[config.mk]
export PLATFORM = sky130hd
export DESIGN_NAME = tref_select
export DESIGN_NICKNAME = d
export VERILOG_FILES = /design/src/rtl/tref_pkg.sv /design/src/rtl/tref_ssm_filter.sv /design/src/rtl/tref_rank.sv /design/src/rtl/tref_switch_ctrl.sv /design/src/rtl/tref_select.sv
export SDC_FILE = /design/constraint.sdc
export NUM_CORES = 1
export LEC_CHECK = 0
export ABC_AREA = 1
export BUFFER_PORTS_ARGS = -buffer_cell sky130_fd_sc_hd__buf_4
export CORE_UTILIZATION = 50
export CTS_CLUSTER_SIZE = 28
export DETAILED_ROUTE_END_ITERATION = 7
export PLACE_DENSITY = 0.71
export SYNTH_ARGS = -nofsm -noshare
export SYNTH_HDL_FRONTEND = slang
export SYNTH_HIERARCHICAL = 1
export SYNTH_SLANG_ARGS = --single-unit
export TNS_END_PERCENT = 1
[constraint.sdc]
create_clock -name clk_i -period 10.2 [get_ports clk_i]
set_clock_uncertainty 0.15 [all_clocks]
set_input_delay 0 -clock clk_i [delete_from_list [all_inputs] [get_ports clk_i]]
set_output_delay 0 -clock clk_i [all_outputs]
set_load 0.02 [all_outputs]
[src/rtl/tref_pkg.sv]
package tref_pkg;
  typedef enum logic [1:0] {
    MODE_FREE = 2'b00,
    MODE_LOCK = 2'b01,
    MODE_HOLD = 2'b10
  } mode_e;

  localparam logic [3:0] QL_DNU = 4'hF;

  // 3 = best, 0 = unusable
  function automatic logic [1:0] ql_rank(input logic [3:0] code);
    case (code)
      4'b0001: ql_rank = 2'd3;
      4'b0000: ql_rank = 2'd2;
      4'b1000: ql_rank = 2'd1;
      default: ql_rank = 2'd0;
    endcase
  endfunction
endpackage

[src/rtl/tref_ssm_filter.sv]
module tref_ssm_filter #(
  parameter int CONFIRM = 3
) (
  input  logic       clk_i,
  input  logic       rst_ni,
  input  logic       stb_i,
  input  logic [3:0] nib_i,
  output logic [3:0] code_o
);
  localparam int CNT_W = $clog2(CONFIRM + 1);
  localparam logic [CNT_W-1:0] CONF_L = CNT_W'(CONFIRM);

  logic [3:0]       cand_q;
  logic [CNT_W-1:0] cnt_q;
  logic [CNT_W-1:0] cnt_nxt;

  assign cnt_nxt = cnt_q + CNT_W'(1);

  always_ff @(posedge clk_i or negedge rst_ni) begin
    if (!rst_ni) begin
      cand_q <= tref_pkg::QL_DNU;
      cnt_q  <= '0;
      code_o <= tref_pkg::QL_DNU;
    end else if (stb_i) begin
      if (nib_i == cand_q) begin
        if (cnt_q != CONF_L) cnt_q <= cnt_nxt;
        if (cnt_nxt >= CONF_L) code_o <= nib_i;
      end else begin
        cand_q <= nib_i;
        cnt_q  <= CNT_W'(1);
        if (CONFIRM <= 1) code_o <= nib_i;
      end
    end
  end

  assert_code_needs_strobe_R2: assert property (@(posedge clk_i) disable iff (!rst_ni)
    !$stable(code_o) |-> $past(stb_i));
  assert_code_from_input_R2: assert property (@(posedge clk_i) disable iff (!rst_ni)
    !$stable(code_o) |-> code_o == $past(nib_i));
endmodule

[src/rtl/tref_rank.sv]
module tref_rank #(
  parameter int N_REF   = 4,
  parameter int PRIO_W  = 2,
  parameter int SCORE_W = 2 + PRIO_W,
  parameter int IDX_W   = $clog2(N_REF)
) (
  input  logic [N_REF-1:0][3:0]         code_i,
  input  logic [N_REF-1:0]              fail_i,
  input  logic [N_REF-1:0][PRIO_W-1:0]  prio_i,
  output logic [N_REF-1:0][SCORE_W-1:0] score_o,
  output logic [IDX_W-1:0]              best_idx_o,
  output logic                          best_ok_o
);
  // score 0 = unusable; otherwise {rank, inverted priority}
  for (genvar i = 0; i < N_REF; i++) begin : g_score
    logic [1:0] rnk;
    assign rnk = tref_pkg::ql_rank(code_i[i]);
    assign score_o[i] = (fail_i[i] || rnk == 2'd0) ? '0 : {rnk, ~prio_i[i]};
  end

  logic [SCORE_W-1:0] best_score;

  always_comb begin
    best_idx_o = '0;
    best_score = score_o[0];
    for (int i = 1; i < N_REF; i++) begin
      if (score_o[i] > best_score) begin
        best_score = score_o[i];
        best_idx_o = IDX_W'(i);
      end
    end
    best_ok_o = best_score != '0;
  end
endmodule

[src/rtl/tref_switch_ctrl.sv]
module tref_switch_ctrl #(
  parameter int N_REF   = 4,
  parameter int SCORE_W = 4,
  parameter int HOLD_W  = 4,
  parameter int IDX_W   = $clog2(N_REF)
) (
  input  logic                          clk_i,
  input  logic                          rst_ni,
  input  logic [N_REF-1:0][SCORE_W-1:0] score_i,
  input  logic [IDX_W-1:0]              best_idx_i,
  input  logic                          best_ok_i,
  input  logic                          frame_tick_i,
  input  logic [HOLD_W-1:0]             holdoff_i,
  output logic [IDX_W-1:0]              sel_o,
  output tref_pkg::mode_e               mode_o
);
  import tref_pkg::*;

  logic              cur_ok, better;
  logic [HOLD_W-1:0] cnt_q, cnt_nxt;

  assign cur_ok  = score_i[sel_o] != '0;
  assign better  = score_i[best_idx_i] > score_i[sel_o];
  assign cnt_nxt = cnt_q + HOLD_W'(1);

  always_ff @(posedge clk_i or negedge rst_ni) begin
    if (!rst_ni) begin
      mode_o <= MODE_FREE;
      sel_o  <= '0;
      cnt_q  <= '0;
    end else begin
      case (mode_o)
        MODE_LOCK: begin
          if (!cur_ok) begin
            cnt_q <= '0;
            if (best_ok_i) sel_o  <= best_idx_i;
            else           mode_o <= MODE_HOLD;
          end else if (better) begin
            if (holdoff_i == '0) begin
              sel_o <= best_idx_i;
              cnt_q <= '0;
            end else if (frame_tick_i) begin
              if (cnt_nxt >= holdoff_i) begin
                sel_o <= best_idx_i;
                cnt_q <= '0;
              end else begin
                cnt_q <= cnt_nxt;
              end
            end
          end else begin
            cnt_q <= '0;
          end
        end
        default: begin
          cnt_q <= '0;
          if (best_ok_i) begin
            mode_o <= MODE_LOCK;
            sel_o  <= best_idx_i;
          end
        end
      endcase
    end
  end

  assert_holdover_when_none_R6: assert property (@(posedge clk_i) disable iff (!rst_ni)
    (mode_o == MODE_LOCK && !best_ok_i) |=> (mode_o == MODE_HOLD && $stable(sel_o)));
  assert_fallback_at_once_R6: assert property (@(posedge clk_i) disable iff (!rst_ni)
    (mode_o == MODE_LOCK && !cur_ok && best_ok_i) |=>
      (mode_o == MODE_LOCK && sel_o == $past(best_idx_i)));
  assert_no_early_switch_R7: assert property (@(posedge clk_i) disable iff (!rst_ni)
    (mode_o == MODE_LOCK && cur_ok && (!better || (holdoff_i != '0 && !frame_tick_i)))
      |=> $stable(sel_o));
  assert_acquire_at_once_R9: assert property (@(posedge clk_i) disable iff (!rst_ni)
    (mode_o != MODE_LOCK && best_ok_i) |=> (mode_o == MODE_LOCK));
endmodule

[src/rtl/tref_select.sv]
module tref_select #(
  parameter int N_REF   = 4,
  parameter int PRIO_W  = 2,
  parameter int HOLD_W  = 4,
  parameter int CONFIRM = 3,
  localparam int IDX_W  = $clog2(N_REF),
  localparam int SCORE_W = 2 + PRIO_W
) (
  input  logic                     clk_i,
  input  logic                     rst_ni,
  input  logic [N_REF-1:0]         s1_stb_i,
  input  logic [8*N_REF-1:0]       s1_byte_i,
  input  logic [N_REF-1:0]         fail_i,
  input  logic [PRIO_W*N_REF-1:0]  prio_i,
  input  logic [HOLD_W-1:0]        holdoff_i,
  input  logic                     frame_tick_i,
  output logic [IDX_W-1:0]         sel_o,
  output logic [1:0]               mode_o,
  output logic [3:0]               ql_o
);
  import tref_pkg::*;

  logic [N_REF-1:0][3:0]         code;
  logic [N_REF-1:0][PRIO_W-1:0]  prio;
  logic [N_REF-1:0][SCORE_W-1:0] score;
  logic [N_REF-1:0][3:0]         hi_nib;
  logic [IDX_W-1:0]              best_idx;
  logic                          best_ok;
  mode_e                         mode;
  logic                          unused_hi;

  for (genvar i = 0; i < N_REF; i++) begin : g_ref
    assign prio[i]   = prio_i[PRIO_W*i +: PRIO_W];
    assign hi_nib[i] = s1_byte_i[8*i+4 +: 4];
    tref_ssm_filter #(.CONFIRM(CONFIRM)) u_filt (
      .clk_i  (clk_i),
      .rst_ni (rst_ni),
      .stb_i  (s1_stb_i[i]),
      .nib_i  (s1_byte_i[8*i +: 4]),
      .code_o (code[i])
    );
  end

  assign unused_hi = ^hi_nib;

  tref_rank #(.N_REF(N_REF), .PRIO_W(PRIO_W), .SCORE_W(SCORE_W), .IDX_W(IDX_W)) u_rank (
    .code_i     (code),
    .fail_i     (fail_i),
    .prio_i     (prio),
    .score_o    (score),
    .best_idx_o (best_idx),
    .best_ok_o  (best_ok)
  );

  tref_switch_ctrl #(.N_REF(N_REF), .SCORE_W(SCORE_W), .HOLD_W(HOLD_W), .IDX_W(IDX_W)) u_ctrl (
    .clk_i        (clk_i),
    .rst_ni       (rst_ni),
    .score_i      (score),
    .best_idx_i   (best_idx),
    .best_ok_i    (best_ok),
    .frame_tick_i (frame_tick_i),
    .holdoff_i    (holdoff_i),
    .sel_o        (sel_o),
    .mode_o       (mode)
  );

  assign mode_o = mode;
  assign ql_o   = (mode == MODE_LOCK) ? code[sel_o] : QL_DNU;

  assert_mode_legal_R8: assert property (@(posedge clk_i) disable iff (!rst_ni)
    mode_o != 2'b11);
  assert_no_return_to_free_R8: assert property (@(posedge clk_i) disable iff (!rst_ni)
    (mode_o != 2'b00) |=> (mode_o != 2'b00));
endmodule

==> results.json, run 1 <==
{
  "p_seq_share_pct": 28.6,
  "synth_edf_count": 0,
  "synth_top_area_share_pct": 19.9,
  "worstPathRequired_ns": 10.29,
  "ys_warn_count": 6,
  "cp.arrival_ns": 6.42,
  "die_width_um": 93.9,
  "pwr-share-clk_pct": 15.7,
  "cts_made_buffers": 5,
  "cp_common_cell": "nand2_1",
  "reg2reg_slack_ns": 3.87,
  "antenna_found_initial": 0,
  "drive_gt1_share_pct": 24.6,
  "overflow": 0,
  "tightestPinTransition_ns": 0.693,
  "clk_pin_slew_ns": 0.09,
  "internal_power_uw": 477,
  "portBuffers": 46,
  "final_cells": 772,
  "async_reset_ff_share_pct": 100,
  "cts_hold_buf": 32,
  "maxSlewHeadroom_pct": 53.5,
  "cpLargestDelayFamily": "simple AND/OR/NAND/NOR gates",
  "path_class": "flop to flop",
  "r2r_cells": 38,
  "start_util_pct": 51.4,
  "grtUsageMet3_pct": 2.67,
  "slew_violations": 0,
  "path_buf_inv": 6,
  "grt-busiest-layer": "met2",
  "detailed_place_hpwl_mm": 6.99,
  "drc": 0,
  "leakage_nw": 2.74,
  "rows": 33,
  "core_um2": 8220,
  "setup_violations": 0,
  "vias": 3828,
  "syn_inst": 588,
  "grt_usage_pct": 22.3,
  "drt.antenna.violating_nets": 0,
  "tns_ns": 0,
  "finalCoreUtilization_pct": 62.0,
  "grt_pass1_wl_mm": 15.7,
  "timing.fmax_mhz": 158,
  "viasPerCell": 4.96,
  "grt_max_degree": 49,
  "cts_tree": "done",
  "vdd_ir_drop_max_mv": 0.116,
  "wire_per_inst_um": 11.7,
  "min_path_type": "primary input to async pin",
  "period_needed_ns": 6.33,
  "cts_setup_buffers": 0,
  "grt.met2_usage_pct": 41.8,
  "met1_usage_pct": 25.9,
  "hold-worst-slack_ns": 0.0864,
  "rr_endpoint": "u_ctrl/sel_o[1]",
  "yosysSeqAreaShare_pct": 29.4,
  "clock_latency_ns": 0.30,
  "die_area_um2": 8820,
  "rsz0062_at_grt": "no",
  "synth_nets": 671,
  "p_sw_share_pct": 46.5,
  "yosys_register_bits": 48,
  "power_density_nw_per_um2": 175,
  "placed_cells": 732,
  "finalHoldViolCount": 0,
  "clock_sinks": 48,
  "grt_pass1_vias": 3807,
  "cp_slowest_cell": "o31ai_1",
  "critPathCaptureType": "flop",
  "layout.nets": 749,
  "synthDistinctLibCells": 39,
  "ctsHtreeMaxLevel": 2,
  "crit_path_max_incr_delay_ns": 0.56,
  "ioPinCount": 63,
  "reg2reg_from": "g_ref[0].u_filt/code_o[1]",
  "first_pass_iters": 4,
  "synth.largest_area_cell": "dfstp_2",
  "totalWireLength_mm": 9.02,
  "ctsResizeCount": 0,
  "cp_max_fo": 10,
  "net-switching-power_uw": 415,
  "post-route-period-util_pct": 62.0,
  "num_antenna_cells": 0,
  "synthTopCellsByArea": "dfstp_2, nand2_1, dfrtp_1",
  "status": "finished, final reports clean",
  "synth_area_per_cell_um2": 7.19,
  "syn_to_final_growth_pct": 20.5,
  "syn_area_um2": 4230,
  "synth_ff_type": "dfstp_2",
  "die_y_um": 93.9,
  "detail_route.iter0.violations": 172,
  "routabilityCongestion": 0.847,
  "maxCapViolCount": 0,
  "cts-root-buf": "clkbuf_8",
  "pwr-share-comb_pct": 55.7,
  "cts_buffer_depth": 2,
  "startpoint_type": "flop"
}
[power by group through the flow]
| stage | logic, mW | registers (mW) | clock network, mW |
|---|---|---|---|
| 2_1_floorplan | 0.373 | 0.250 | 0 |
| 3_3_place_gp | 0.468 | 0.257 | 0 |
| 5_1_grt | 0.564 | 0.259 | 0.153 |
| 6_report | 0.496 | 0.255 | 0.140 |
| 4_1_cts | 0.498 | 0.255 | 0.146 |
| 3_5_place_dp | 0.486 | 0.258 | 0 |
[worst max-delay path by stage]
stage,startpoint,to,cells past startpoint
global placement,g_ref[0].u_filt/code_o[1],u_ctrl/sel_o[0],39
detailed placement,g_ref[0].u_filt/code_o[1],u_ctrl/sel_o[1],39
global route,g_ref[0].u_filt/code_o[1],u_ctrl/sel_o[1],39
CTS,g_ref[0].u_filt/code_o[1],u_ctrl/sel_o[1],38
finish,g_ref[0].u_filt/code_o[1],u_ctrl/sel_o[1],38
floorplan,g_ref[0].u_filt/code_o[1],u_ctrl/sel_o[1],40
[cell usage after synthesis (2+ instances only)]
library cell,number
nand2_1,184
inv_1,86
nand3_1,57
nor2_1,36
dfstp_2,32
ha_1,28
nand2_2,25
o21ai_1,23
dfrtp_1,16
nand2_4,14
o21ai_0,10
inv_2,9
nor2_8,8
a21oi_1,7
nand3_2,6
nand3_4,6
buf_2,5
mux2i_1,4
nand4_1,3
nor2_4,3
o22ai_1,3
buf_6,2
nand3b_1,2
nor3_1,2
o21ai_2,2
xnor2_1,2
[cell families (layout without fill, tap and decap cells)]
logic type                 Yosys count  count (layout)  synth area share [%]
AOI/OAI and AO/OA                   50              50                  6.57
xor gates and xnor gates             3               3                 0.622
adders and majority gates           28              28                  8.29
buffers and inverters              104             183                  9.80
DFF                                 48              48                  29.4
muxes                                4               4                 0.947
and+or+nand+nor                    351             351                  44.4
[metrics by stage]
stage | setup slack (ns) | area [µm²] | power, mW
2_1_floorplan | 5.04 | 4230 | 0.623
3_3_place_gp | 4.22 | 4660 | 0.725
3_5_place_dp | 3.94 | 4660 | 0.744
4_1_cts | 3.90 | 5090 | 0.899
5_1_grt | 3.23 | 5090 | 0.976
6_report | 3.87 | 5090 | 0.892
[flip-flops by register name, summed over array words and instances, names as in the netlist]
| register | cells |
|---|---|
| u_ctrl/sel_o | 2 |
| g_ref.u_filt/cnt_q | 8 |
| g_ref.u_filt/cand_q | 16 |
| u_ctrl/mode_o | 2 |
| u_ctrl/cnt_q | 4 |
| g_ref.u_filt/code_o | 16 |
[worst reg2reg max path, delay by kind of cell (launching register included)]
kind | cells | cell delay [ns]
fa+ha+maj | 4 | 1.16
flops | 1 | 0.40
compound gates | 9 | 1.91
buf+inv | 6 | 0.70
simple gates | 19 | 1.93
[metal layers]
metal	up-vias	part of all wire, %
li1	2005	-
met2	72	51
met4	0	1.4
met3	10	3.3
met5	-	0
met1	1741	44
[layout make-up]
type	count	area, µm²
multi-input combinational	436	2570
clock inverter	3	46.3
sequential	48	1240
clock buffer	5	68.8
tap	105	131
inverter	97	367
timing repair buffer	78	666
fill	738	3130
[cells in the final DEF (no fill, tap or decap), types with 4 or more instances in the layout]
| cell type | instances |
|---|---|
| a21oi_1 | 7 |
| nand3_2 | 6 |
| inv_1 | 86 |
| nand2_1 | 184 |
| dfrtp_1 | 16 |
| nand2_4 | 14 |
| nand3_1 | 57 |
| nand3_4 | 6 |
| mux2i_1 | 4 |
| ha_1 | 28 |
| buf_4 | 46 |
| nor2_8 | 8 |
| nor2_1 | 36 |
| o21ai_1 | 23 |
| inv_2 | 9 |
| dfstp_2 | 32 |
| clkbuf_8 | 5 |
| nand2_2 | 25 |
| o21ai_0 | 10 |
| dlygate4sd3_1 | 32 |
Note: power is estimated with default switching activity, not from simulation.
==> run 2, diff against run 1 <==
--- a/config.mk
+++ b/config.mk
@@ -10,7 +10,7 @@
 export CORE_UTILIZATION = 50
 export CTS_CLUSTER_SIZE = 28
 export DETAILED_ROUTE_END_ITERATION = 7
-export PLACE_DENSITY = 0.71
+export PLACE_DENSITY = 0.74
 export SYNTH_ARGS = -nofsm -noshare
 export SYNTH_HDL_FRONTEND = slang
 export SYNTH_HIERARCHICAL = 1
==> constraint.sdc (replaced) <==
create_clock -name clk_i -period 5.6 [get_ports clk_i]
set_clock_uncertainty 0.15 [all_clocks]
set_input_delay 0 -clock clk_i [delete_from_list [all_inputs] [get_ports clk_i]]
set_output_delay 0 -clock clk_i [all_outputs]
set_load 0.02 [all_outputs]
==> results.json, run 2 (synthesis results as in run 1) <==
{
  "rr_endpoint": "u_ctrl/sel_o[1]",
  "p_sw_share_pct": 46.8,
  "core_um2": 8220,
  "final_common_cell": "nand2_1",
  "detailed_place_hpwl_mm": 7.08,
  "fillCellCount": 723,
  "maxCapViolCount": 0,
  "die_area_um2": 8820,
  "overflow": 0,
  "status": "finished, violations left",
  "critPathCaptureType": "flop",
  "grt_pass1_vias": 3837,
  "cpLargestDelayFamily": "simple AND/OR/NAND/NOR gates",
  "vias": 4022,
  "vdd_ir_drop_max_mv": 0.155,
  "r2r_cells": 34,
  "largestRegisters": "g_ref.u_filt/cand_q x16, g_ref.u_filt/code_o x16, g_ref.u_filt/cnt_q x8",
  "slew_violations": 0,
  "cp.arrival_ns": 5.34,
  "viasPerCell": 5.08,
  "ioPinCount": 63,
  "ctsHtreeMaxLevel": 2,
  "preCtsSetupSlack_ns": 0.0676,
  "die_width_um": 93.9,
  "leakage_nw": 2.84,
  "antenna_found_initial": 0,
  "final_cell_mix": "nand2_1, inv_1, buf_4",
  "pwr-share-clk_pct": 12.4,
  "cts_made_buffers": 5,
  "first_pass_iters": 7,
  "drive_gt1_share_pct": 28.7,
  "path_buf_inv": 5,
  "timing.fmax_mhz": 189,
  "cts_tree": "done",
  "setup_violations": 0,
  "reg2reg_from": "g_ref[2].u_filt/code_o[3]",
  "violations": "design-rule violations",
  "post-route-period-util_pct": 94.6,
  "maxSlewHeadroom_pct": 57.0,
  "portBuffers": 46,
  "totalWireLength_mm": 9.55,
  "cp_max_fo": 6,
  "wire_per_inst_um": 12.1,
  "die_y_um": 93.9,
  "clk_pin_slew_ns": 0.08,
  "clock_latency_ns": 0.29,
  "grt_usage_pct": 22.9,
  "finalHoldViolCount": 0,
  "p_seq_share_pct": 27.4,
  "cp_slowest_cell": "dfstp_2",
  "pwr-share-comb_pct": 60.2,
  "internal_power_uw": 898,
  "clock_sinks": 48,
  "cts-root-buf": "clkbuf_8",
  "syn_to_final_growth_pct": 26.2,
  "period_needed_ns": 5.30,
  "net-switching-power_uw": 788,
  "drt.antenna.violating_nets": 0,
  "cts_buffer_depth": 2,
  "start_util_pct": 51.4,
  "min_path_type": "primary input to async pin",
  "path_class": "flop to flop",
  "cp_common_cell": "nand2_1",
  "power_density_nw_per_um2": 316,
  "routabilityCongestion": 0.921,
  "drc": 2,
  "grt_pass1_wl_mm": 16.1,
  "num_antenna_cells": 0,
  "crit_path_max_incr_delay_ns": 0.60,
  "detail_route.iter0.violations": 194,
  "grt_max_degree": 49,
  "rows": 33,
  "worstPathRequired_ns": 5.64,
  "layout.nets": 769,
  "hold-worst-slack_ns": 0.0892,
  "tightestPinTransition_ns": 0.646,
  "startpoint_type": "flop",
  "reg2reg_slack_ns": 0.30,
  "setup_slack_ns": 0.303
}
## run 2: changes by cell type in the layout (fill, tap and decap cells not counted), sizes merged
cell / change
buf: +16
dlygate4sd3: +4
clkbuf: +3
bufinv: -1
clkinvlp: -1
inv: -1
## run 2: worst max path at each step
stage / from / end / slack, ns / cells after the start
CTS: g_ref[0].u_filt/code_o[1] / u_ctrl/cnt_q[0] / 0.04 / 38
finish: g_ref[2].u_filt/code_o[3] / u_ctrl/sel_o[1] / 0.30 / 34
global placement: g_ref[0].u_filt/code_o[1] / u_ctrl/sel_o[1] / 0.34 / 40
floorplan: g_ref[0].u_filt/code_o[1] / u_ctrl/sel_o[1] / 0.44 / 40
global route: g_ref[0].u_filt/code_o[2] / u_ctrl/sel_o[1] / -0.21 / 41
detailed placement: g_ref[0].u_filt/code_o[1] / u_ctrl/sel_o[1] / 0.07 / 40
## run 2: per-layer routing
metal / GRT usage, % / part of all wire, % / wire length (µm)
met1: 26.6 / 43 / 4120
met2: 42.5 / 52 / 4930
met4: 8.21 / 1.9 / 181
met5: 0 / 0 / 0
met3: 2.99 / 3.3 / 317
## run 2: worst reg2reg max path, delay by kind of cell (launching register included)
| kind | cells | cell delay [ns] |
|---|---|---|
| DFF | 1 | 0.60 |
| adders and majority gates | 3 | 0.82 |
| buffers and inverters | 5 | 0.43 |
| AOI/OAI and AO/OA | 8 | 1.00 |
| and+or+nand+nor | 18 | 2.19 |
## run 2: final cells by class
type                       instances  area (µm²)  share of cell area, %
multi-input combinational        436        2670                   50.1
sequential                        48        1240                   23.3
timing repair buffer              98         833                   15.6
inverter                          97         367                   6.87
tap                              105         131                   2.46
clock buffer                       8        90.1                   1.69
## run 2: per-stage QoR
step / instances / power, mW / utilization (%) / TNS (ns) / instance area, µm²
floorplan: 588 / 1.13 / - / 0 / 4230
global placement: 737 / 1.32 / 57.1 / 0 / 4690
detailed placement: 737 / 1.36 / 57.1 / 0 / 4690
CTS: 781 / 1.60 / 62.6 / 0 / 5140
global route: 792 / 1.83 / 64.9 / -0.800 / 5330
finish: 792 / 1.69 / 64.9 / 0 / 5330
## run 2: power by group through the flow
stage,combinational (mW),clock (mW),sequential [mW]
after floorplan,0.679,0,0.456
after global placement,0.859,0,0.465
after detailed placement,0.889,0,0.467
after CTS,0.919,0.219,0.461
after global routing,1.13,0.230,0.470
final,1.01,0.210,0.462
## run 2: what timing repair did
action	CTS	global route
buffers inserted	0	11
setup endpoints to repair	0	6
resized for setup	0	32
hold buffers	36	0
endpoints found under the hold margin	92	0
